File: config.mk
export PLATFORM = sky130hd
export DESIGN_NAME = tx_tag_fifo
export DESIGN_NICKNAME = d
export VERILOG_FILES = /design/src/rtl/tx_tag_fifo_pkg.sv /design/src/rtl/tx_tag_fifo_store.sv /design/src/rtl/tx_tag_fifo_level.sv /design/src/rtl/tx_tag_fifo_ctrl.sv /design/src/rtl/tx_tag_fifo.sv
export SDC_FILE = /design/constraint.sdc
export NUM_CORES = 1
export LEC_CHECK = 0
export CAP_MARGIN = 20
export CORE_UTILIZATION = 55
export CTS_CLUSTER_SIZE = 10
export DETAILED_ROUTE_END_ITERATION = 8
export DONT_BUFFER_PORTS = 1
export PLACE_DENSITY = 0.73
export SLEW_MARGIN = 20
export SYNTH_ARGS = -nofsm -noshare
export SYNTH_HDL_FRONTEND = slang
export SYNTH_HIERARCHICAL = 1
export SYNTH_SLANG_ARGS = --single-unit
export TNS_END_PERCENT = 20
File: constraint.sdc
create_clock -name clk -period 2.4 [get_ports clk]
set_input_delay 0.24 -clock clk [delete_from_list [all_inputs] [get_ports clk]]
set_output_delay 0.24 -clock clk [all_outputs]
set_load 0.05 [all_outputs]
File: src/rtl/tx_tag_fifo_pkg.sv
package tx_tag_fifo_pkg;
  // Per-entry marker bits stored beside each byte
  typedef struct packed {
    logic eop;
    logic abort;
  } tx_tag_t;

  localparam int TAG_W = $bits(tx_tag_t);
endpackage

File: src/rtl/tx_tag_fifo_store.sv
module tx_tag_fifo_store
  import tx_tag_fifo_pkg::*;
#(
  parameter int DEPTH  = 19,
  parameter int DATA_W = 8
) (
  input  logic              clk,
  input  logic              rst,
  input  logic              push,
  input  logic              pop,
  input  logic [DATA_W-1:0] in_data,
  input  tx_tag_t           in_tag,
  output logic [DATA_W-1:0] out_data,
  output tx_tag_t           out_tag
);
  localparam int PTR_W = (DEPTH > 1) ? $clog2(DEPTH) : 1;
  localparam int ENT_W = DATA_W + TAG_W;
  localparam logic [PTR_W-1:0] LAST = PTR_W'(DEPTH - 1);

  logic [PTR_W-1:0] wr_ptr, rd_ptr;
  logic [ENT_W-1:0] slot [DEPTH];

  function automatic logic [PTR_W-1:0] advance(input logic [PTR_W-1:0] p);
    return (p == LAST) ? '0 : p + PTR_W'(1);
  endfunction

  always_ff @(posedge clk) begin
    if (rst) begin
      wr_ptr <= '0;
      rd_ptr <= '0;
    end else begin
      if (push) wr_ptr <= advance(wr_ptr);
      if (pop)  rd_ptr <= advance(rd_ptr);
    end
  end

  for (genvar g = 0; g < DEPTH; g++) begin : g_slot
    always_ff @(posedge clk) begin
      if (rst)
        slot[g] <= '0;
      else if (push && (wr_ptr == PTR_W'(g)))
        slot[g] <= {in_tag, in_data};
    end
  end

  always_comb begin
    {out_tag, out_data} = slot[rd_ptr];
  end
endmodule

File: src/rtl/tx_tag_fifo_level.sv
module tx_tag_fifo_level #(
  parameter int DEPTH    = 19,
  parameter int LOW_MARK = 4,
  parameter int CNT_W    = $clog2(DEPTH + 1)
) (
  input  logic             clk,
  input  logic             rst,
  input  logic             push,
  input  logic             pop,
  input  logic             stat_clr,
  output logic [CNT_W-1:0] count,
  output logic             full,
  output logic             empty,
  output logic             irq
);
  localparam logic [CNT_W-1:0] FULL_CNT  = CNT_W'(DEPTH);
  localparam logic [CNT_W-1:0] MARK_CNT  = CNT_W'(LOW_MARK);
  localparam logic [CNT_W-1:0] ABOVE_CNT = CNT_W'(LOW_MARK + 1);

  logic [CNT_W-1:0] count_nxt;
  logic             crossing;

  always_comb begin
    count_nxt = count;
    if (push && !pop)      count_nxt = count + CNT_W'(1);
    else if (pop && !push) count_nxt = count - CNT_W'(1);
    crossing = (count == ABOVE_CNT) && (count_nxt == MARK_CNT);
  end

  always_ff @(posedge clk) begin
    if (rst) begin
      count <= '0;
      irq   <= 1'b0;
    end else begin
      count <= count_nxt;
      if (crossing)      irq <= 1'b1;
      else if (stat_clr) irq <= 1'b0;
    end
  end

  assign full  = (count == FULL_CNT);
  assign empty = (count == '0);
endmodule

File: src/rtl/tx_tag_fifo_ctrl.sv
module tx_tag_fifo_ctrl (
  input  logic clk,
  input  logic rst,
  input  logic wr_try,
  input  logic accepted,
  input  logic fa_set,
  input  logic stat_clr,
  output logic fa_pending,
  output logic ovf
);
  logic dropped;
  assign dropped = wr_try && !accepted;

  always_ff @(posedge clk) begin
    if (rst) begin
      fa_pending <= 1'b0;
      ovf        <= 1'b0;
    end else begin
      if (fa_set)        fa_pending <= 1'b1;
      else if (accepted) fa_pending <= 1'b0;
      if (dropped)       ovf <= 1'b1;
      else if (stat_clr) ovf <= 1'b0;
    end
  end
endmodule

File: src/rtl/tx_tag_fifo.sv
module tx_tag_fifo
  import tx_tag_fifo_pkg::*;
#(
  parameter int DEPTH    = 19,
  parameter int DATA_W   = 8,
  parameter int LOW_MARK = 4,
  localparam int CNT_W   = $clog2(DEPTH + 1)
) (
  input  logic              clk,
  input  logic              rst,
  input  logic              wr_valid,
  output logic              wr_ready,
  input  logic [DATA_W-1:0] wr_data,
  input  logic              wr_eop,
  input  logic              fa_set,
  output logic              fa_pending,
  output logic              rd_valid,
  input  logic              rd_ready,
  output logic [DATA_W-1:0] rd_data,
  output logic              rd_eop,
  output logic              rd_abort,
  output logic              empty,
  output logic [CNT_W-1:0]  level,
  input  logic              stat_rd,
  output logic              irq,
  output logic              ovf
);
  logic    full, push, pop;
  tx_tag_t in_tag, head_tag;
  logic [DATA_W-1:0] head_data;

  assign push = wr_valid && !full;
  assign pop  = rd_ready && !empty;

  always_comb begin
    in_tag.eop   = wr_eop;
    in_tag.abort = fa_pending;
  end

  tx_tag_fifo_store #(.DEPTH(DEPTH), .DATA_W(DATA_W)) u_store (
    .clk(clk), .rst(rst), .push(push), .pop(pop),
    .in_data(wr_data), .in_tag(in_tag),
    .out_data(head_data), .out_tag(head_tag)
  );

  tx_tag_fifo_level #(.DEPTH(DEPTH), .LOW_MARK(LOW_MARK), .CNT_W(CNT_W)) u_level (
    .clk(clk), .rst(rst), .push(push), .pop(pop), .stat_clr(stat_rd),
    .count(level), .full(full), .empty(empty), .irq(irq)
  );

  tx_tag_fifo_ctrl u_ctrl (
    .clk(clk), .rst(rst), .wr_try(wr_valid), .accepted(push),
    .fa_set(fa_set), .stat_clr(stat_rd),
    .fa_pending(fa_pending), .ovf(ovf)
  );

  assign wr_ready = !full;
  assign rd_valid = !empty;
  assign rd_data  = empty ? '0 : head_data;
  assign rd_eop   = !empty && head_tag.eop;
  assign rd_abort = !empty && head_tag.abort;
endmodule

==> summary.txt, run 1 <==
Drt
  • DRC viols: 0
  • Detailed Route Iter0 Violations: 542
  • ANT nets after route: 0
  • Final WL: 23.44 mm
  • Via count: 6000
  • WL per Instance: 23.25 um
  • Via-to-Cell Ratio: 5.952
  • Drt pass-1 iters: 5

Floorplan
  • Full die area: 18890 um^2
  • Die width: 137.5 um
  • Top-Level Pins: 36
  • Total core area: 17960 um^2
  • Row cnt: 49
  • Die height: 137.5 um
  • Initial Utilization: 56.17%

Clocking
  • Number of H-tree levels: 1
  • CTS tree: yes
  • Root Buffer: clkbuf_16
  • Clock Sinks: 213
  • Max clock buf depth: 3
  • CTS Buf Count: 25
  • Clk slew on worst S/H paths: 60 ps
  • Skew-Pair Late Insertion Delay: 510 ps

Yosys
  • Top-count cell post-synth: edfxtp_1
  • Synthesized Nets: 736
  • Syn Inst Count: 710
  • Register area share after synthesis: 61.10%
  • Library cells used by synthesis: 49
  • Post-synthesis register bit count: 213
  • Post-synth top cells: 190 x edfxtp_1, 171 x and2_1, 34 x nor2_1, 26 x clkbuf_1, 24 x mux4_2
  • Dominant cell type by area after synthesis: edfxtp_1
  • Syn_area_per_cell: 14.21 um^2
  • Synth async-reset ratio: 0%
  • Post-Syn Area: 10090 um^2
  • Primary FF master, synth: edfxtp_1
  • Top post-synthesis cells by area: edfxtp_1 57%, and2_1 11%, mux4_2 5.4%, dfxtp_1 4.6%, mux4_1 4.2%
  • Top-area cell type share of the netlist area: 56.54%
  • Synthesis Warnings: 6
  • Number of flops mapped to enable cells by yosys: 190

Global routing
  • First-pass GRT wire length: 34.69 mm
  • Remaining Overflow, GRT: 0
  • Total global-route track usage: 25.45%
  • Antenna violations before repair: 4
  • GR Layer Usage met3: 4.378%
  • M1 GR Usage: 35.49%
  • Largest net degree at the start of global routing: 51
  • Busiest layer in global routing: met2
  • M2 GR Usage: 41.57%
  • Vias in the first global route: 5954

Worst setup path
  • R2R Setup Slk: 50 ps
  • Worst EP arrival: 2440 ps
  • Max incr delay on CP: 520 ps
  • CP startpoint kind: flop
  • Critical path destination: rd_abort
  • Most used cell, CP: buf_12
  • WP buf/inv: 2
  • Worst Path Required: 2160 ps
  • Setup crit end kind: primary output
  • FF-to-FF Start: u_level/count[1]
  • Critical path fanouts, max: 9
  • CP Depth: 7
  • CP cell instances: buf_12, mux4_2, mux2_4, a22oi_2, o21ai_1, nor2b_4, buf_12
  • Critical path type: flop to primary output
  • Slowest cell on the critical path: mux4_2
  • Reg2reg path depth: 9
  • RR Endpoint: u_level/irq
  • Largest delay share family, worst path: multiplexers

Layout
  • Layout cells sized above 1: 25.35%
  • Final net count: 785
  • Synth-to-layout area growth: 16.96%
  • Final non-filler cell area: 11800 um^2
  • Post-route insts no fill: 1008

Place
  • Placed cell count: 942
  • Port bufs: 0
  • DPL Wire Length: 14.82 mm
  • Routability cong.: 0.7810
  • Area after DPL: 10720 um^2

Hold path
  • Min-Delay Path Class: primary input to flop
  • Worst hold start: rst

Pwr
  • VDD IR max: 897.9 uV
  • Design Power: 10900 uW
  • LEAKAGE: 0.004358 uW
  • Pwr/cell area: 923.8 nW/um^2

STA
  • Min Tclk post-route: 2675 ps
  • Max Fclk: 373.8 MHz
  • Final period utilization: 111.5%
  • Unrepaired setup endpoints after global routing: true
  • Final Slew Violations: 0
  • Setup Viol. Count Final: 11
  • Final hold vios: 0
  • Worst setup margin: -275.1 ps
  • Relative slew slack: 38.74%
  • Worst Skew: 7.776 ps
  • Worst-Margin Slew: 917.6 ps

Job
  • Max Cap Viol: 0

Outcome
  • Failing checks: setup timing
  • Status: finished, violations left
-- metrics by stage --
stage / setup WS [ps] / hold slack (ps) / TNS (ps) / util, %
after global placement: 19.87 / 306.8 / 0 / 59.69
final: -275.1 / 28.76 / -2467 / 65.70
after floorplan: -80.39 / 302.4 / -80.39 / -
after detailed placement: -41.61 / 310.0 / -626.0 / 59.69
after CTS: -280.5 / 15.63 / -3193 / 65.41
after global routing: -345.6 / 33.32 / -3701 / 65.70
-- registers in the layout, indices dropped and copies added (netlist names), named ones only --
register and count:
u_store/slot 190, u_ctrl/fa_pending 1, u_level/irq 1, u_store/rd_ptr 5
u_ctrl/ovf 1, u_store/wr_ptr 5, u_level/count 5
-- how the worst min path moves through the flow --
stage               slack (ps)  depth (start not counted)                 to
global route                30                          2        u_level/irq
finish                      30                          2        u_level/irq
global placement           310                          1   u_level/count[1]
detailed placement         310                          1  u_ctrl/fa_pending
CTS                         20                          2        u_level/irq
floorplan                  300                          1  u_ctrl/fa_pending
-- logic make-up after synthesis --
kind of cell	count (synthesis)	share of synthesized area [%]
AO/OA/AOI/OAI	61	4.278
AND/OR/NAND/NOR	292	17.12
adder cells (fa/ha/maj)	11	1.364
buffers and inverters	50	2.343
multiplexers	72	12.83
flip-flops	213	61.10
XOR/XNOR	11	0.9547
-- placed cells by master (no fill, tap or decap), drive strengths merged, types with 9 or more instances in the layout --
cell	count
clkbuf	45
mux2	11
dfxtp	23
o21bai	15
edfxtp	190
nor2	34
mux2i	21
mux4	40
and3	21
o21ai	21
ha	11
dlygate4sd3	15
and2	171
nand2	22
inv	9
nor2b	11
a22oi	10
buf	48
-- timing repair --
action                                  in CTS  in global routing
pin swaps                                    2                  1
endpoints found under the setup margin      47                161
buffers inserted                             1                  3
gates resized for setup                     50                 19
cloned                                       1                  0
endpoints found under the hold margin      179                  0
hold buffers                                15                  0
-- area by class of cell --
type / count / area, um^2
Sequential cell: 213 / 6182
Tap cell: 229 / 286.5
Timing Repair Buffer: 63 / 663.1
Clock buffer: 45 / 730.7
Multi-Input combinational cell: 447 / 3896
Antenna cell: 2 / 5.005
Inverter: 9 / 38.79
Fill cell: 1217 / 6161
-- power by group --
part           total [uW]  leakage (uW)  switching [uW]  internal [uW]
logic                3110       0.00185            1770           1340
clock network        3390      0.000350            1360           2030
registers            4400       0.00216             148           4250
-- per-layer routing --
metal,routed length (um),share of wire [%]
met5,29,0.12
met4,474,2.0
met3,1537,6.6
met2,11550,49
met1,9843,42
Note: power is estimated with default switching activity, not from simulation.
==> run 2, diff against run 1 <==
--- a/config.mk
+++ b/config.mk
@@ -6,6 +6,7 @@
 export NUM_CORES = 1
 export LEC_CHECK = 0
 export CAP_MARGIN = 20
+export CORE_MARGIN = 4
 export CORE_UTILIZATION = 55
 export CTS_CLUSTER_SIZE = 10
 export DETAILED_ROUTE_END_ITERATION = 8
==> constraint.sdc (replaced) <==
create_clock -name clk -period 2.4 [get_ports clk]
set_input_delay 0.12 -clock clk [delete_from_list [all_inputs] [get_ports clk]]
set_output_delay 0.12 -clock clk [all_outputs]
set_load 0.05 [all_outputs]
==> run 2 against run 1 <==
Die area up 8.9%. Critical path depth unchanged. Setup slack better by 30 ps. Fmax up 1.1%. The flow still finishes with violations (setup timing). Worst hold slack worse by 16 ps. Largest power group unchanged. Global-route usage down 2.0 points.
==> summary.txt, run 2 (synthesis results as in run 1) <==
Global routing
  • First-pass GRT wire length: 36.24 mm (+4.5%)
  • Total global-route track usage: 23.50% (-2.0 points)
  • Antenna violations before repair: 0 (-4)
  • Vias in the first global route: 6214 (+4.4%)
  • Remaining Overflow, GRT: 0 (unchanged)
  • Largest net degree at the start of global routing: 51 (unchanged)

Pwr
  • LEAKAGE: 0.004326 uW (-0.74%)
  • Pwr/cell area: 935.0 nW/um^2 (+1.2%)
  • Design Power: 10990 uW (+0.77%)
  • VDD IR max: 1082 uV (+20%)

Layout
  • Commonest cells after routing, fill and taps aside: 190 x edfxtp_1, 171 x and2_1, 36 x mux4_2
  • Biggest register: u_store/slot
  • Final non-filler cell area: 11750 um^2 (-0.45%)
  • Largest register FFs: 190 (unchanged)
  • Synth-to-layout area growth: 16.44%
  • Antenna cell count: 0 (-2)
  • Layout cells sized above 1: 24.16% (-1.2 points)
  • Final net count: 777 (-1.0%)
  • Post-route insts no fill: 999 (-0.89%)
  • Commonest non-fill, non-tap cell in the layout: edfxtp_1

Floorplan
  • Top-Level Pins: 36 (unchanged)
  • Die width: 143.5 um (+4.4%)
  • Full die area: 20580 um^2 (+8.9%)
  • Row cnt: 49 (unchanged)
  • Die height: 143.5 um (+4.4%)
  • Initial Utilization: 55.98% (-0.19 points)
  • Total core area: 18020 um^2 (+0.34%)

Clocking
  • Max clock buf depth: 3 (unchanged)
  • CTS tree: yes
  • CTS Buf Count: 25 (unchanged)
  • Number of H-tree levels: 1 (unchanged)
  • Skew-Pair Late Insertion Delay: 520 ps (about the same)
  • Clock Sinks: 213 (unchanged)
  • Clk slew on worst S/H paths: 60 ps (about the same)
  • Root Buffer: clkbuf_16

Worst setup path
  • Max incr delay on CP: 550 ps (+30 ps)
  • RR Endpoint: u_store/slot[12][7]
  • Critical path fanouts, max: 5 (-4)
  • Critical path type: flop to primary output
  • Slowest cell on the critical path: mux4_2
  • FF-to-FF Start: u_level/count[0]
  • CP startpoint kind: flop
  • Worst Path Required: 2280 ps (+120 ps)
  • Worst EP arrival: 2530 ps (+90 ps)
  • Reg2reg path depth: 8 (-1)
  • R2R Setup Slk: 40 ps (about the same)
  • CP cell instances: buf_12, buf_16, mux4_2, mux2_4, a22oi_2, o21ai_1, and2b_4
  • Setup crit end kind: primary output

STA
  • Sum Neg Setup Slack: -1841 ps (+625.6 ps)
  • Worst-Margin Slew: 834.1 ps (-83.53 ps)
  • Hold WS: 12.93 ps (-15.82 ps)
  • Relative slew slack: 44.21% (+5.5 points)
  • Max Fclk: 378.0 MHz (+1.1%)
  • Worst Skew: 23.62 ps (+15.84 ps)
  • Final hold vios: 0 (unchanged)
  • Setup Viol. Count Final: 10 (-1)
  • Final period utilization: 110.2% (-1.2 points)
  • Min Tclk post-route: 2645 ps (-29.79 ps)
  • Unrepaired setup endpoints after global routing: true
  • Final Slew Violations: 0 (unchanged)
  • Worst setup margin: -245.3 ps (+29.79 ps)

Place
  • Area after DPL: 10620 um^2 (-0.98%)
  • Placed cell count: 933 (-0.96%)
  • DPL Wire Length: 14.63 mm (-1.3%)
  • Routability cong.: 0.8596 (+10%)
  • Port bufs: 0 (unchanged)

Drt
  • Detailed Route Iter0 Violations: 580 (+7.0%)
  • Drt pass-1 iters: 5 (unchanged)
  • ANT nets after route: 0 (unchanged)
  • Via count: 5904 (-1.6%)
  • WL per Instance: 23.79 um (+2.3%)
  • DRC viols: 0 (unchanged)
  • Final WL: 23.77 mm (+1.4%)
  • Via-to-Cell Ratio: 5.910 (-0.71%)

Hold path
  • Endpoint of the worst hold path: u_store/slot[17][4]
  • Worst hold start: rst
  • WHS Path Cells: 1 (-1)
  • Min-Delay Path Class: primary input to flop

Outcome
  • Status: finished, violations left
  • Failing checks: setup timing

Job
  • Max Cap Viol: 0 (unchanged)
run 2: cell count changes in the layout (fill, tap and decap cells not counted), sizes merged:
cell and change:
buf -9, clkbuf +1, diode -2, inv +1
run 2: worst max-delay path by stage:
stage                     depth (start not counted)  slack (ps)              from                 end
after floorplan                                   9         -80  u_level/count[0]         u_level/irq
after global placement                            8          60  u_level/count[0]  u_store/slot[9][2]
after detailed placement                          8         -20  u_level/count[0]  u_store/slot[9][2]
after CTS                                         7        -270              flop          rd_data[5]
after global routing                              8        -320              flop            rd_abort
final                                             7        -250              flop          rd_data[5]
run 2: worst max-delay path: cells and delay by family, from the launching register on:
kind	cells	cell delay [ps]
AO/OA/AOI/OAI	2	290
multiplexers	2	850
flip-flops	1	390
AND/OR/NAND/NOR	1	240
buffers and inverters	2	260
run 2: final cells by class:
cell class | instances | area, um^2
Clock buffer | 45 | 710.7
Clock inverter | 1 | 8.758
Fill cell | 1267 | 6275
Inverter | 9 | 38.79
Multi-Input combinational cell | 447 | 3916
Sequential cell | 213 | 6182
Tap cell | 229 | 286.5
Timing Repair Buffer | 55 | 606.8
run 2: power breakdown:
| group | internal [uW] | switching (uW) | total (uW) |
|---|---|---|---|
| registers | 4250 | 135 | 4380 |
| logic | 1410 | 1840 | 3240 |
| clock network | 1980 | 1380 | 3360 |
run 2: routing by layer:
layer	GRT usage, %	share of wire [%]	wire length, um	vias up
li1	-	-	-	2693
met1	33.20	41	9742	2966
met2	38.59	50	11790	212
met3	3.827	7.8	1846	33
met4	6.095	1.6	391	0
met5	0	0	0	-
run 2: per-stage QoR:
| step | setup slack [ps] | utilization (%) |
|---|---|---|
| floorplan | -80.39 | - |
| global placement | 58.73 | 58.91 |
| detailed placement | -19.63 | 58.91 |
| CTS | -267.8 | 64.84 |
| global route | -319.2 | 65.19 |
| finish | -245.3 | 65.19 |
run 2: what timing repair did:
item,CTS,global route
pin swaps,7,3
cloned,3,1
hold buffers,14,1
endpoints found under the setup margin,34,191
hold endpoints to repair,195,9
setup buffers,2,1
gates resized for setup,46,21
